--- config.mk ---
export PLATFORM = sky130hd
export DESIGN_NAME = rx_byte_queue
export DESIGN_NICKNAME = d
export VERILOG_FILES = /design/src/rtl/rxq_pkg.sv /design/src/rtl/rxq_ctl.sv /design/src/rtl/rxq_store.sv /design/src/rtl/rxq_tmo.sv /design/src/rtl/rx_byte_queue.sv
export SDC_FILE = /design/constraint.sdc
export NUM_CORES = 1
export LEC_CHECK = 0
export CELL_PAD_IN_SITES_DETAIL_PLACEMENT = 1
export CELL_PAD_IN_SITES_GLOBAL_PLACEMENT = 2
export CORE_MARGIN = 5
export CORE_UTILIZATION = 38
export CTS_CLUSTER_SIZE = 12
export DETAILED_ROUTE_END_ITERATION = 16
export GPL_TIMING_DRIVEN = 0
export PLACE_DENSITY_LB_ADDON = 0.1
export SLEW_MARGIN = 20
export SYNTH_ARGS = -nofsm -noshare
export SYNTH_HDL_FRONTEND = slang
export SYNTH_SLANG_ARGS = --single-unit
--- constraint.sdc ---
create_clock -name clk -period 2.7 [get_ports clk]
set_clock_uncertainty 0.1 [all_clocks]
set_input_delay 0.54 -clock clk [delete_from_list [all_inputs] [get_ports clk]]
set_output_delay 0.54 -clock clk [all_outputs]
set_load 0.01 [all_outputs]
--- src/rtl/rxq_pkg.sv ---
package rxq_pkg;
  localparam int unsigned BYTE_W = 8;
  localparam logic [7:0] CTL_KEEP_MASK = 8'hC9;

  typedef enum logic [1:0] {
    TRIG_ONE  = 2'b00,
    TRIG_QTR  = 2'b01,
    TRIG_HALF = 2'b10,
    TRIG_NEAR = 2'b11
  } trig_sel_e;

  typedef struct packed {
    logic rx_clear;
    logic tx_clear;
  } flush_req_t;
endpackage

--- src/rtl/rxq_ctl.sv ---
module rxq_ctl
  import rxq_pkg::*;
#(
  parameter int DEPTH = 16,
  parameter int CW    = 5
) (
  input  logic          clk,
  input  logic          rst,
  input  logic          wr,
  input  logic [7:0]    wdata,
  output logic [7:0]    state,
  output logic [CW-1:0] level,
  output flush_req_t    flush,
  output logic          tx_flush_q
);
  logic [7:0] ctl_q;
  logic       changed;
  logic       toggled;

  always_comb begin
    changed        = wr && (wdata != ctl_q);
    toggled        = wdata[0] ^ ctl_q[0];
    flush.rx_clear = changed && (wdata[1] || toggled);
    flush.tx_clear = changed && (wdata[2] || toggled);
  end

  always_ff @(posedge clk) begin
    if (rst) begin
      ctl_q      <= '0;
      tx_flush_q <= 1'b0;
    end else begin
      tx_flush_q <= flush.tx_clear;
      if (changed) ctl_q <= wdata & CTL_KEEP_MASK;
    end
  end

  always_comb begin
    case (trig_sel_e'(ctl_q[7:6]))
      TRIG_ONE:  level = CW'(1);
      TRIG_QTR:  level = CW'(DEPTH / 4);
      TRIG_HALF: level = CW'(DEPTH / 2);
      default:   level = CW'(DEPTH - 2);
    endcase
  end

  assign state = ctl_q;
endmodule

--- src/rtl/rxq_store.sv ---
module rxq_store #(
  parameter int DEPTH = 16,
  parameter int DW    = 8,
  parameter int AW    = $clog2(DEPTH),
  parameter int CW    = AW + 1
) (
  input  logic          clk,
  input  logic          rst,
  input  logic          clr,
  input  logic          single,
  input  logic          push,
  input  logic          pop,
  input  logic [DW-1:0] wdata,
  output logic [DW-1:0] rdata,
  output logic [CW-1:0] count
);
  localparam logic [AW-1:0] LAST = AW'(DEPTH - 1);

  logic [DW-1:0] mem [DEPTH];
  logic [AW-1:0] wr_ptr, rd_ptr, wr_addr, rd_addr;
  logic [CW-1:0] cnt_q;
  logic [DW-1:0] rd_q;
  logic          rd_zero_q;
  logic          full, nonempty, do_wr, do_rd;

  always_comb begin
    full     = (cnt_q == CW'(DEPTH));
    nonempty = (cnt_q != '0);
    do_wr    = push && (single || !full);
    do_rd    = pop && nonempty;
    wr_addr  = single ? '0 : wr_ptr;
    rd_addr  = single ? '0 : rd_ptr;
  end

  // Synchronous write and read port: maps onto a block RAM.
  always_ff @(posedge clk) begin
    if (do_wr) mem[wr_addr] <= wdata;
    if (pop)   rd_q <= mem[rd_addr];
  end

  always_ff @(posedge clk) begin
    if (rst)      rd_zero_q <= 1'b1;
    else if (pop) rd_zero_q <= !nonempty;
  end

  always_ff @(posedge clk) begin
    if (rst || clr) begin
      wr_ptr <= '0;
      rd_ptr <= '0;
      cnt_q  <= '0;
    end else if (single) begin
      if (do_wr)      cnt_q <= CW'(1);
      else if (do_rd) cnt_q <= '0;
    end else begin
      if (do_wr) wr_ptr <= (wr_ptr == LAST) ? '0 : wr_ptr + 1'b1;
      if (do_rd) rd_ptr <= (rd_ptr == LAST) ? '0 : rd_ptr + 1'b1;
      case ({do_wr, do_rd})
        2'b10:   cnt_q <= cnt_q + 1'b1;
        2'b01:   cnt_q <= cnt_q - 1'b1;
        default: cnt_q <= cnt_q;
      endcase
    end
  end

  assign rdata = rd_zero_q ? '0 : rd_q;
  assign count = cnt_q;
endmodule

--- src/rtl/rxq_tmo.sv ---
module rxq_tmo #(
  parameter int CHARS = 4,
  parameter int TW    = $clog2(CHARS + 1)
) (
  input  logic clk,
  input  logic rst,
  input  logic restart,
  input  logic cancel,
  input  logic tick,
  input  logic has_data,
  input  logic rd_clear,
  output logic pend
);
  logic [TW-1:0] tcnt;
  logic          armed;
  logic          fire;

  assign fire = armed && tick && !restart && (tcnt == TW'(CHARS - 1));

  always_ff @(posedge clk) begin
    if (rst || cancel) begin
      tcnt  <= '0;
      armed <= 1'b0;
      pend  <= 1'b0;
    end else begin
      if (restart) begin
        tcnt  <= '0;
        armed <= 1'b1;
      end else if (armed && tick) begin
        if (fire) armed <= 1'b0;
        else      tcnt  <= tcnt + 1'b1;
      end
      if (rd_clear)              pend <= 1'b0;
      else if (fire && has_data) pend <= 1'b1;
    end
  end
endmodule

--- src/rtl/rx_byte_queue.sv ---
module rx_byte_queue
  import rxq_pkg::*;
#(
  parameter int DEPTH     = 16,
  parameter int TMO_CHARS = 4,
  localparam int AW       = $clog2(DEPTH),
  localparam int CW       = AW + 1
) (
  input  logic          clk,
  input  logic          rst,
  input  logic          char_tick,
  input  logic          rx_valid,
  input  logic [7:0]    rx_data,
  input  logic          rx_break,
  input  logic          rd_en,
  output logic [7:0]    rd_data,
  input  logic          stat_rd,
  input  logic          ctl_wr,
  input  logic [7:0]    ctl_wdata,
  output logic [7:0]    ctl_state,
  output logic [CW-1:0] count,
  output logic          data_ready,
  output logic          brk_flag,
  output logic          overrun,
  output logic          timeout_pend,
  output logic          level_hit,
  output logic          tx_flush
);
  flush_req_t       flush;
  logic [CW-1:0]    level;
  logic             fifo_on, push, pop, full, nonempty;
  logic             ovr_evt, drain, restart;
  logic [BYTE_W-1:0] wbyte;
  logic             ovr_q, brk_q;

  rxq_ctl #(.DEPTH(DEPTH), .CW(CW)) ctl_i (
    .clk(clk), .rst(rst), .wr(ctl_wr), .wdata(ctl_wdata),
    .state(ctl_state), .level(level), .flush(flush), .tx_flush_q(tx_flush)
  );

  always_comb begin
    fifo_on  = ctl_state[0];
    push     = (rx_valid || rx_break) && !flush.rx_clear;
    pop      = rd_en && !flush.rx_clear;
    wbyte    = rx_break ? '0 : rx_data;
    full     = (count == CW'(DEPTH));
    nonempty = (count != '0);
    ovr_evt  = push && (fifo_on ? full : nonempty);
    drain    = pop && (count <= CW'(1)) && !push;
    restart  = fifo_on && (push || (pop && (count > CW'(1))));
  end

  rxq_store #(.DEPTH(DEPTH), .DW(BYTE_W)) store_i (
    .clk(clk), .rst(rst), .clr(flush.rx_clear), .single(!fifo_on),
    .push(push), .pop(pop), .wdata(wbyte), .rdata(rd_data), .count(count)
  );

  rxq_tmo #(.CHARS(TMO_CHARS)) tmo_i (
    .clk(clk), .rst(rst), .restart(restart), .cancel(flush.rx_clear),
    .tick(char_tick), .has_data(nonempty), .rd_clear(rd_en), .pend(timeout_pend)
  );

  always_ff @(posedge clk) begin
    if (rst) begin
      ovr_q <= 1'b0;
      brk_q <= 1'b0;
    end else begin
      if (ovr_evt)      ovr_q <= 1'b1;
      else if (stat_rd) ovr_q <= 1'b0;
      if (rx_break && !flush.rx_clear) brk_q <= 1'b1;
      else if (stat_rd || drain)       brk_q <= 1'b0;
    end
  end

  assign overrun    = ovr_q;
  assign brk_flag   = brk_q;
  assign data_ready = nonempty;
  assign level_hit  = fifo_on ? (count >= level) : nonempty;
endmodule

[After elaboration in Yosys (flattened, before gate mapping)]
Memories as Yosys holds them, arrays and structs flattened. A register that Yosys moved wholly into a read port is not among the register bits.
Cells that the tools add are included.
Operators by class
  add/subtract/negate cells: 5
  reduce and logical (&&, ||, !) cells: 44
  bitwise operators: 2
  multiplexer cells: 22
  equality and inequality tests: 10
  magnitude comparators: 3
Operator list (count)
  1-bit logical AND: 17
  4-bit 2-to-1 mux: 4
  8-bit 2-to-1 mux: 2
  5-bit 2-to-1 mux: 3
  4-bit case mux with 3 select lines: 1
  1-bit 2-to-1 mux: 11
  5-bit case mux with 2 select lines: 1
  2-bit AND reduction: 5
  4-bit by 1-bit adder with 4-bit output (second input constant): 2
  4-bit equality test (second input constant): 2
  8-bit inequality test: 1
  2-bit nonzero test: 4
  1-bit logical OR: 7
  1-bit zero test: 6
  5-bit by 1-bit adder with 5-bit output (second input constant): 1
  5-bit equality test (second input constant): 1
  5-bit greater-or-equal comparator: 1
  5-bit by 1-bit greater-than comparator with 1-bit output (second input constant): 1
  5-bit by 1-bit less-or-equal comparator with 1-bit output (second input constant): 1
  5-bit nonzero test: 1
  5-bit by 1-bit subtractor with 5-bit output (second input constant): 1
  2-bit by 1-bit equality test with 1-bit output (second input constant): 2
  2-bit equality test (second input constant): 2
  2-bit OR reduction: 2
  other kinds (7): 7
Storage, ports and cells
  word-level logic and storage cells: 98
  output and inout bits: 27
  bits of input ports: 24
  memories kept: 1
  memory bits (writable): 128
  register bits after elaboration: 26
Memories
  store_i.mem: words 16, bits a word 8, rd ports 1, clocked after Yosys merged registers in 1, wr ports 1, RTL line rxq_store.sv:19  | logic [DW-1:0] mem [DEPTH];

[Longest topological paths before layout]
Gate-level depths: netlist of run 1.
  depth after elaboration: 14
  mapped depth: 8
  depth with buffers taken out: 8

[Cells and area by module]
A second synthesis of run 1 with hierarchy kept.
Unflattened totals
  cell total of the unflattened synthesis: 559
  area, all modules: 7245.7 um2
By module, submodules not included
  rxq_store: sequential area each 4364.2 um2, area an instance 6396.1 um2, cells each 459, times used 1
  rx_byte_queue: sequential area each 40.0 um2, area an instance 359.1 um2, cells each 44, times used 1
  rxq_ctl: sequential area each 100.1 um2, area an instance 259.0 um2, cells each 29, times used 1
  rxq_tmo: sequential area each 100.1 um2, area an instance 231.5 um2, cells each 27, times used 1

[Worst setup path after synthesis of run 1]
No wires, ideal clock.
  path type: register to register
  from: reg store_i.cnt_q[1], in the netlist store_i.count[1]
  to: mem store_i.mem[1][0] (enable)
  period minus slack after synthesis: 2.931 ns
  arrival time: 2.448 ns
  slack: -0.231 ns
  setup time: 0.383 ns
  buffers on the path: 0
  stages on the path, launching flop included: 8
  required time: 2.217 ns
  cells stage by stage: dfxtp_1 -> inv_1 -> ha_1 -> nor3b_2 -> nand3_1 -> o211ai_1 -> or3b_2 -> nor3_1
Between the ends
  longest elaborated chain between the ends: 6
RTL lines
  start, declared: RTL line rxq_store.sv:21  | logic [CW-1:0] cnt_q;
  start signal, assigned: RTL line rxq_store.sv:58  | 2'b10: cnt_q <= cnt_q + 1'b1;
  start signal, assigned: RTL line rxq_store.sv:59  | 2'b01: cnt_q <= cnt_q - 1'b1;
  start signal, assigned: RTL line rxq_store.sv:60  | default: cnt_q <= cnt_q;
  5-bit equality test: RTL line rxq_store.sv:27  | full = (cnt_q == CW'(DEPTH));
  1-bit zero test: RTL line rxq_store.sv:29  | do_wr = push && (single || !full);
  1-bit logical OR: RTL line rxq_store.sv:29
  1-bit logical AND: RTL line rxq_store.sv:29
  1-bit 2-to-1 mux: RTL line rxq_store.sv:37  | if (do_wr) mem[wr_addr] <= wdata;
  1-bit 2-to-1 mux (not written as such): RTL line rxq_store.sv:37
  end, declared: RTL line rxq_store.sv:19
Every way passes these cells.

[Worst setup path after layout of run 1]
  from: in ctl_wdata[0]
  to: mem store_i.mem[2][3] (enable)
Between the ends
  longest elaborated chain between the ends: 8
  elaborated cells on any way between the ends: 10
RTL lines
  start, declared: RTL line rx_byte_queue.sv:19  | input logic [7:0] ctl_wdata,
  8-bit inequality test / 1-bit XOR (equally long branches): RTL line rxq_ctl.sv:21, rxq_ctl.sv:22
  1-bit logical AND / 1-bit logical OR (equally long branches): RTL line rxq_ctl.sv:21, rxq_ctl.sv:23
  1-bit logical AND (*): RTL line rxq_ctl.sv:23  | flush.rx_clear = changed && (wdata[1] || toggled);
  1-bit zero test (*): RTL line rx_byte_queue.sv:43  | push = (rx_valid || rx_break) && !flush.rx_clear;
  1-bit logical AND (*): RTL line rx_byte_queue.sv:43
  1-bit logical AND (*): RTL line rxq_store.sv:29
  1-bit 2-to-1 mux (*): RTL line rxq_store.sv:37
  1-bit 2-to-1 mux (not written as such) (*): RTL line rxq_store.sv:37
Every way passes the cells marked *; elsewhere a longest branch is shown, timed or not.

==> run_results.csv, run 1 <==
group,metric,value,unit
run,max_cap_viol_count,0,
grt,grt_max_degree,17,
synthesis,syn-instance-count,489,
status,status,"finished with violations",
clocking,cts_buffers,17,
setup_path,worstSetupPathType,"primary input to register",
grt,grt_pass1_wl,28500,um
setup_path,critPathMaxFanout,8,
layout,antennaDiodeCount,0,
setup_path,cp-startpoint,"ctl_wdata[0]",
timing,worst_pin_slew,0.920,ns
synthesis,synth_edf_count,136,
layout,n_fill_cell,1820,
pwr,power.total,5.35,mW
setup_path,slowest_stage,"a21oi_2",
setup_path,timing.rr.start,"ctl_i.state[0]$_SDFFE_PP0P_",
placed_design,placedCellCount,766,
synthesis,avgSynthCellArea,14.2,um2
setup_path,crit_chain,"clkdlybuf4s50_1, xor2_1, o21a_2, nor3_4, nand3b_1, a21oi_2",
placed_design,dp_hpwl,12400,um
layout,fin_nets,599,
clocking,cts.sinks,162,
clocking,clockBufferDepth,2,
grt,antenna_found_initial,0,
timing,hold_violations,0,
floorplan,die_w,145,um
synthesis,async_flop_share,0,
min_path,worstHoldStart,"ctl_wr",
detailed_routing,drt_iter0_markers,267,
layout,final_cells,804,
status,violations,"negative setup slack",
synthesis,ys_seq_elements,162,
floorplan,boundaryPins,51,
setup_path,start_kind,"primary input",
detailed_routing,drc_errors,0,
clocking,clk_latency,0.42,ns
layout,area_growth,22.3,%
synthesis,netlist_area,0.00693,mm2
placed_design,preCtsSetupSlack,-1.22,ns
clocking,hold_buffers,0,
grt,grt_pass1_vias,4851,
floorplan,coreArea,0.0180,mm2
synthesis,synth_warnings,0,
pwr,static-leakage-power,2.81,nW
setup_path,required,2.65,ns
layout,multiInputGateArea,0.00230,mm2
synthesis,yosysSeqAreaShare,0.665,
detailed_routing,final_antenna_net_count,0,
floorplan,die_area,0.0210,mm2
placed_design,place_congestion,0.759,
timing,worst_slack,-0.0323,ns
detailed_routing,firstDrtPassIters,4,
clocking,clk_pin_slew,0.06,ns
timing,min_period,2.73,ns
floorplan,initial_core_util,0.386,
pwr,ir_worst_vdd,0.000459,V
min_path,hold_path_class,"primary input to register",
grt,gr-total-overflow,0,
detailed_routing,wl,18000,um
floorplan,die_h,145,um
timing,slew_violations,0,
pwr,power_density,631,mW/mm2
setup_path,cp_slowest_stage_delay,0.52,ns
timing,fin_crit_sh,1.01,
clocking,cts_tree,"yes",
clocking,root_buffer,"clkbuf_16",
timing,setup_viol,16,
setup_path,crit_family,"compound AO/OA/AOI/OAI gates",
timing,max_freq,0.366,GHz
timing,slew_headroom,0.384,
timing,rsz0062_at_grt,"true",
synthesis,synth_flop_cell,"edfxtp_1",
floorplan,rows,49,
setup_path,cp.arrival,2.69,ns
detailed_routing,viasPerCell,5.48,
layout,drive_above_1_share,0.221,
setup_path,cp_num_buf_inv,1,
setup_path,end_kind,"register",
synthesis,synth.distinct_cells,60,
placed_design,numPortBuffers,42,
clocking,h-tree-depth,4,
layout,seqCellArea,0.00462,mm2
detailed_routing,wl_per_cell,22.3,um
timing,tns,-0.387,ns
detailed_routing,vias,4403,
grt,grt_usage,0.176,
per-layer routing:
layer  global-route usage  wire length [um]
met3               0.0440               737
met1                0.233              7920
met5                    0                 0
met2                0.292              9110
met4               0.0424               185
what timing repair did:
| item | CTS | global route |
|---|---|---|
| pin swaps | 1 | 7 |
| endpoints found under the setup margin | 131 | 119 |
| gates resized for setup | 39 | 17 |
| setup buffers | 5 | 2 |
power by group:
group | internal, mW | switching (mW) | total (mW)
combinational | 0.128 | 0.184 | 0.313
clock | 1.35 | 0.937 | 2.28
sequential | 2.74 | 0.0150 | 2.75
total | 4.21 | 1.14 | 5.35
placed cells by master (no fill, tap or decap), types with 10 or more instances in the layout:
| master | n |
|---|---|
| nor2_1 | 24 |
| nor3_1 | 14 |
| clkbuf_16 | 17 |
| edfxtp_1 | 136 |
| a221oi_1 | 23 |
| ha_1 | 11 |
| o21ai_0 | 19 |
| buf_4 | 12 |
| clkbuf_1 | 12 |
| buf_2 | 11 |
| mux2i_1 | 10 |
| a21oi_1 | 32 |
| nor2b_1 | 10 |
| dfxtp_1 | 22 |
| mux4_2 | 16 |
| nand2_1 | 18 |
| clkdlybuf4s50_1 | 40 |
path summary, 6_finish.rpt:
check	slack, ns	cells past startpoint	end
setup reg to reg	0.09	5	store_i.mem[2][3]$_DFFE_PP_
hold reg to reg	0.39	2	tmo_i.armed$_SDFFE_PP0P_
setup / recovery	-0.03	6	store_i.mem[2][3]$_DFFE_PP_
hold / removal	0.38	2	ctl_i.tx_flush_q$_SDFF_PP0_
cell usage after synthesis, drive strengths merged, types with 10 or more instances:
cell type | n | area (um2)
nor2 | 36 | 138
a21oi | 34 | 170
dfxtp | 26 | 521
edfxtp | 136 | 4080
clkbuf | 15 | 57.6
mux4 | 16 | 360
mux2i | 10 | 100
nor2b | 18 | 113
a221oi | 24 | 216
o21ai | 25 | 140
ha | 12 | 150
inv | 11 | 41.3
nor3 | 17 | 108
buf | 16 | 92.6
nand2 | 18 | 67.6
cell type report:
| cell class | instances | area share |
|---|---|---|
| Buffer | 31 | 0.0196 |
| Clock buffer | 20 | 0.0515 |
| Clock inverter | 11 | 0.0136 |
| Inverter | 11 | 0.00517 |
| Multi-Input combinational cell | 288 | 0.271 |
| Sequential cell | 162 | 0.545 |
| Tap cell | 229 | 0.0338 |
| Timing Repair Buffer | 52 | 0.0601 |
sequential cells by signal (all words and copies together) (netlist names), 3 cells and up:
| register | flops |
|---|---|
| store_i.rd_q | 8 |
| store_i.rd_ptr | 4 |
| store_i.mem | 128 |
| store_i.wr_ptr | 4 |
| ctl_i.state | 4 |
| store_i.count | 5 |
| tmo_i.tcnt | 3 |
metrics by stage:
stage,util,area [um2],hold slack [ns]
2_1_floorplan,-,6940,0.345
3_3_place_gp,0.426,7650,0.366
3_5_place_dp,0.429,7700,0.384
4_1_cts,0.467,8390,0.365
5_1_grt,0.472,8470,0.375
6_report,0.472,8470,0.383
logic make-up (layout without fill, tap and decap cells):
kind of cell	after synthesis	in the layout	synth area share
XOR/XNOR	5	5	0.00632
AO/OA/AOI/OAI	106	106	0.102
flip-flops	162	162	0.665
AND/OR/NAND/NOR	127	127	0.0981
other	1	4	0.000541
buffers and inverters	42	125	0.0276
adder cells (fa/ha/maj)	12	12	0.0217
multiplexers	34	34	0.0795
No activity file was read; power rests on OpenSTA's default activity.
==> inputs of run 2 (changes only) <==
Settings changed: ABC_CLOCK_PERIOD_IN_PS set to 2700.
==> results of run 2 <==
Same layout as run 1: the final DEF is identical, and so are final timing and power.
==> inputs of run 3 (changes only) <==
Settings changed: CORE_MARGIN 5 to unset.
==> run 3 against run 2 <==
  * The flow still finishes with violations (negative setup slack)
  * Clock power rose by 8.8%
  * Wire length rose by 0.25%
  * First-iteration DRC count fell by 11%
  * Highest routed layer unchanged
  * Critical path depth did not move
  * Sequential power barely moved
  * Die area fell by 11%
  * Final area rose by 0.92%
  * Non-clock buffer count rose by 5
  * Power rose by 3.8%
  * Via count rose by 0.43%
  * Global-route usage rose by 3.2 points
==> run_results.csv, run 3 (same netlist as run 1, synthesis figures left out) <==
group,metric,value,unit
clocking,hold_buffers,0,
clocking,clk_latency,0.43,ns
status,status,"finished with violations",
setup_path,end_kind,"register",
grt,antenna_found_initial,0,
placed_design,preCtsSetupSlack,-1.19,ns
min_path,hold_path_class,"register to register",
clocking,h-tree-depth,4,
placed_design,dp_hpwl,12100,um
run,max_cap_viol_count,0,
floorplan,die_w,137,um
floorplan,coreArea,0.0179,mm2
layout,fin_util,0.478,
layout,drive_above_1_share,0.226,
timing,setup_viol,16,
setup_path,worstSetupPathType,"primary input to register",
clocking,root_buffer,"clkbuf_16",
pwr,power.internal,4.40,mW
setup_path,required,2.66,ns
layout,design_area,0.00855,mm2
floorplan,die_h,137,um
detailed_routing,vias,4422,
setup_path,critPathMaxFanout,9,
timing,max_freq,0.368,GHz
timing,tns,-0.170,ns
grt,grt_pass1_wl,27600,um
timing,slew_headroom,0.415,
detailed_routing,drc_errors,0,
pwr,netSwitchingPower,1.15,mW
detailed_routing,viasPerCell,5.47,
pwr,power.total,5.55,mW
grt,gr-total-overflow,0,
layout,fin_nets,604,
detailed_routing,firstDrtPassIters,4,
pwr,static-leakage-power,2.86,nW
detailed_routing,wl_per_cell,22.2,um
floorplan,initial_core_util,0.387,
pwr,ir_worst_vdd,0.000425,V
status,violations,"negative setup slack",
pwr,p_sw_frac,0.207,
timing,holdWs,0.373,ns
layout,top_regs,"store_i.mem (128), store_i.rd_q (8), store_i.count (5)",
layout,final_cell_mix,"edfxtp_1, clkdlybuf4s50_1, a21oi_1",
layout,seqCellArea,0.00462,mm2
layout,final_cells,809,
layout,regMostFlops,"store_i.mem",
layout,multiInputGateArea,0.00229,mm2
placed_design,place_congestion,0.804,
pwr,pwr-share-seq,0.496,
pwr,share_comb_of_total_power,0.057,
placed_design,placedCellCount,766,
layout,final_common_cell,"edfxtp_1",
timing,slew_violations,0,
detailed_routing,final_antenna_net_count,0,
layout,area_growth,23.4,%
layout,antennaDiodeCount,0,
pwr,power_density,649,mW/mm2
clocking,cts.sinks,162,
detailed_routing,drt_iter0_markers,238,
floorplan,boundaryPins,51,
grt,grt_usage,0.208,
grt,grt_pass1_vias,4786,
setup_path,cp_slowest_stage_delay,0.55,ns
floorplan,rows,49,
placed_design,place_area,0.00770,mm2
setup_path,crit_chain,"clkdlybuf4s50_1, xor2_1, o21a_2, nor3_4, nand3_1, nor2_2",
timing,worst_pin_slew,0.873,ns
placed_design,numPortBuffers,42,
layout,n_fill_cell,1767,
detailed_routing,wl,18000,um
timing,fin_crit_sh,1.01,
timing,min_period,2.71,ns
setup_path,cp.arrival,2.68,ns
setup_path,start_kind,"primary input",
timing,rsz0062_at_grt,"true",
clocking,clockBufferDepth,2,
floorplan,die_area,0.0188,mm2
timing,hold_violations,0,
layout,largest_reg_flops,128,
setup_path,slowest_stage,"nor2_2",
clocking,clk_pin_slew,0.06,ns
clocking,cts_buffers,17,
grt,grt_max_degree,17,
clocking,cts_tree,"yes",
pwr,power.clock.fraction,0.447,
timing,worst_slack,-0.0150,ns
==> run 3: final cells by class <==
class / instances / share of cell area
buffer: 31 / 0.0193
multi-input combinational: 288 / 0.268
timing repair buffer: 57 / 0.0636
tap: 229 / 0.0335
inverter: 11 / 0.00512
sequential: 162 / 0.540
clock buffer: 20 / 0.0511
clock inverter: 11 / 0.0190
==> run 3: what timing repair did <==
action,4_1_cts,5_1_grt
gates resized for setup,38,16
cloned,0,0
endpoints found under the setup margin,129,130
pin swaps,1,7
buffers inserted,6,6
endpoints found under the hold margin,0,0
==> run 3: path summary, 6_finish.rpt <==
check | start | end | slack [ns] | cells after the start
min reg2reg | tmo_i.armed$_SDFFE_PP0P_ | tmo_i.armed$_SDFFE_PP0P_ | 0.37 | 2
max reg2reg | store_i.count[1]$_SDFFE_PP0P_ | store_i.mem[1][3]$_DFFE_PP_ | 0.11 | 10
max | ctl_wdata[0] | store_i.mem[7][4]$_DFFE_PP_ | -0.01 | 6
min | tmo_i.armed$_SDFFE_PP0P_ | tmo_i.armed$_SDFFE_PP0P_ | 0.37 | 2
==> run 3: worst max-delay path, delay by kind of cell <==
family	cells	cell delay, ns
AO/OA/AOI/OAI	1	0.31
AND/OR/NAND/NOR	3	1.20
buffers and inverters	1	0.43
XOR/XNOR	1	0.19
==> run 3: metal layers <==
layer / global-route usage / routed length, um
met5: 0 / 0
met2: 0.349 / 8940
met1: 0.263 / 8000
met4: 0.0824 / 458
met3: 0.0426 / 598
==> run 3: power groups by stage <==
stage	clock network [mW]	registers (mW)	logic, mW
after floorplan	0	2.81	0.152
after global placement	0	2.81	0.280
after detailed placement	0	2.81	0.291
after CTS	2.52	2.75	0.307
after global routing	2.63	2.75	0.344
final	2.48	2.75	0.317
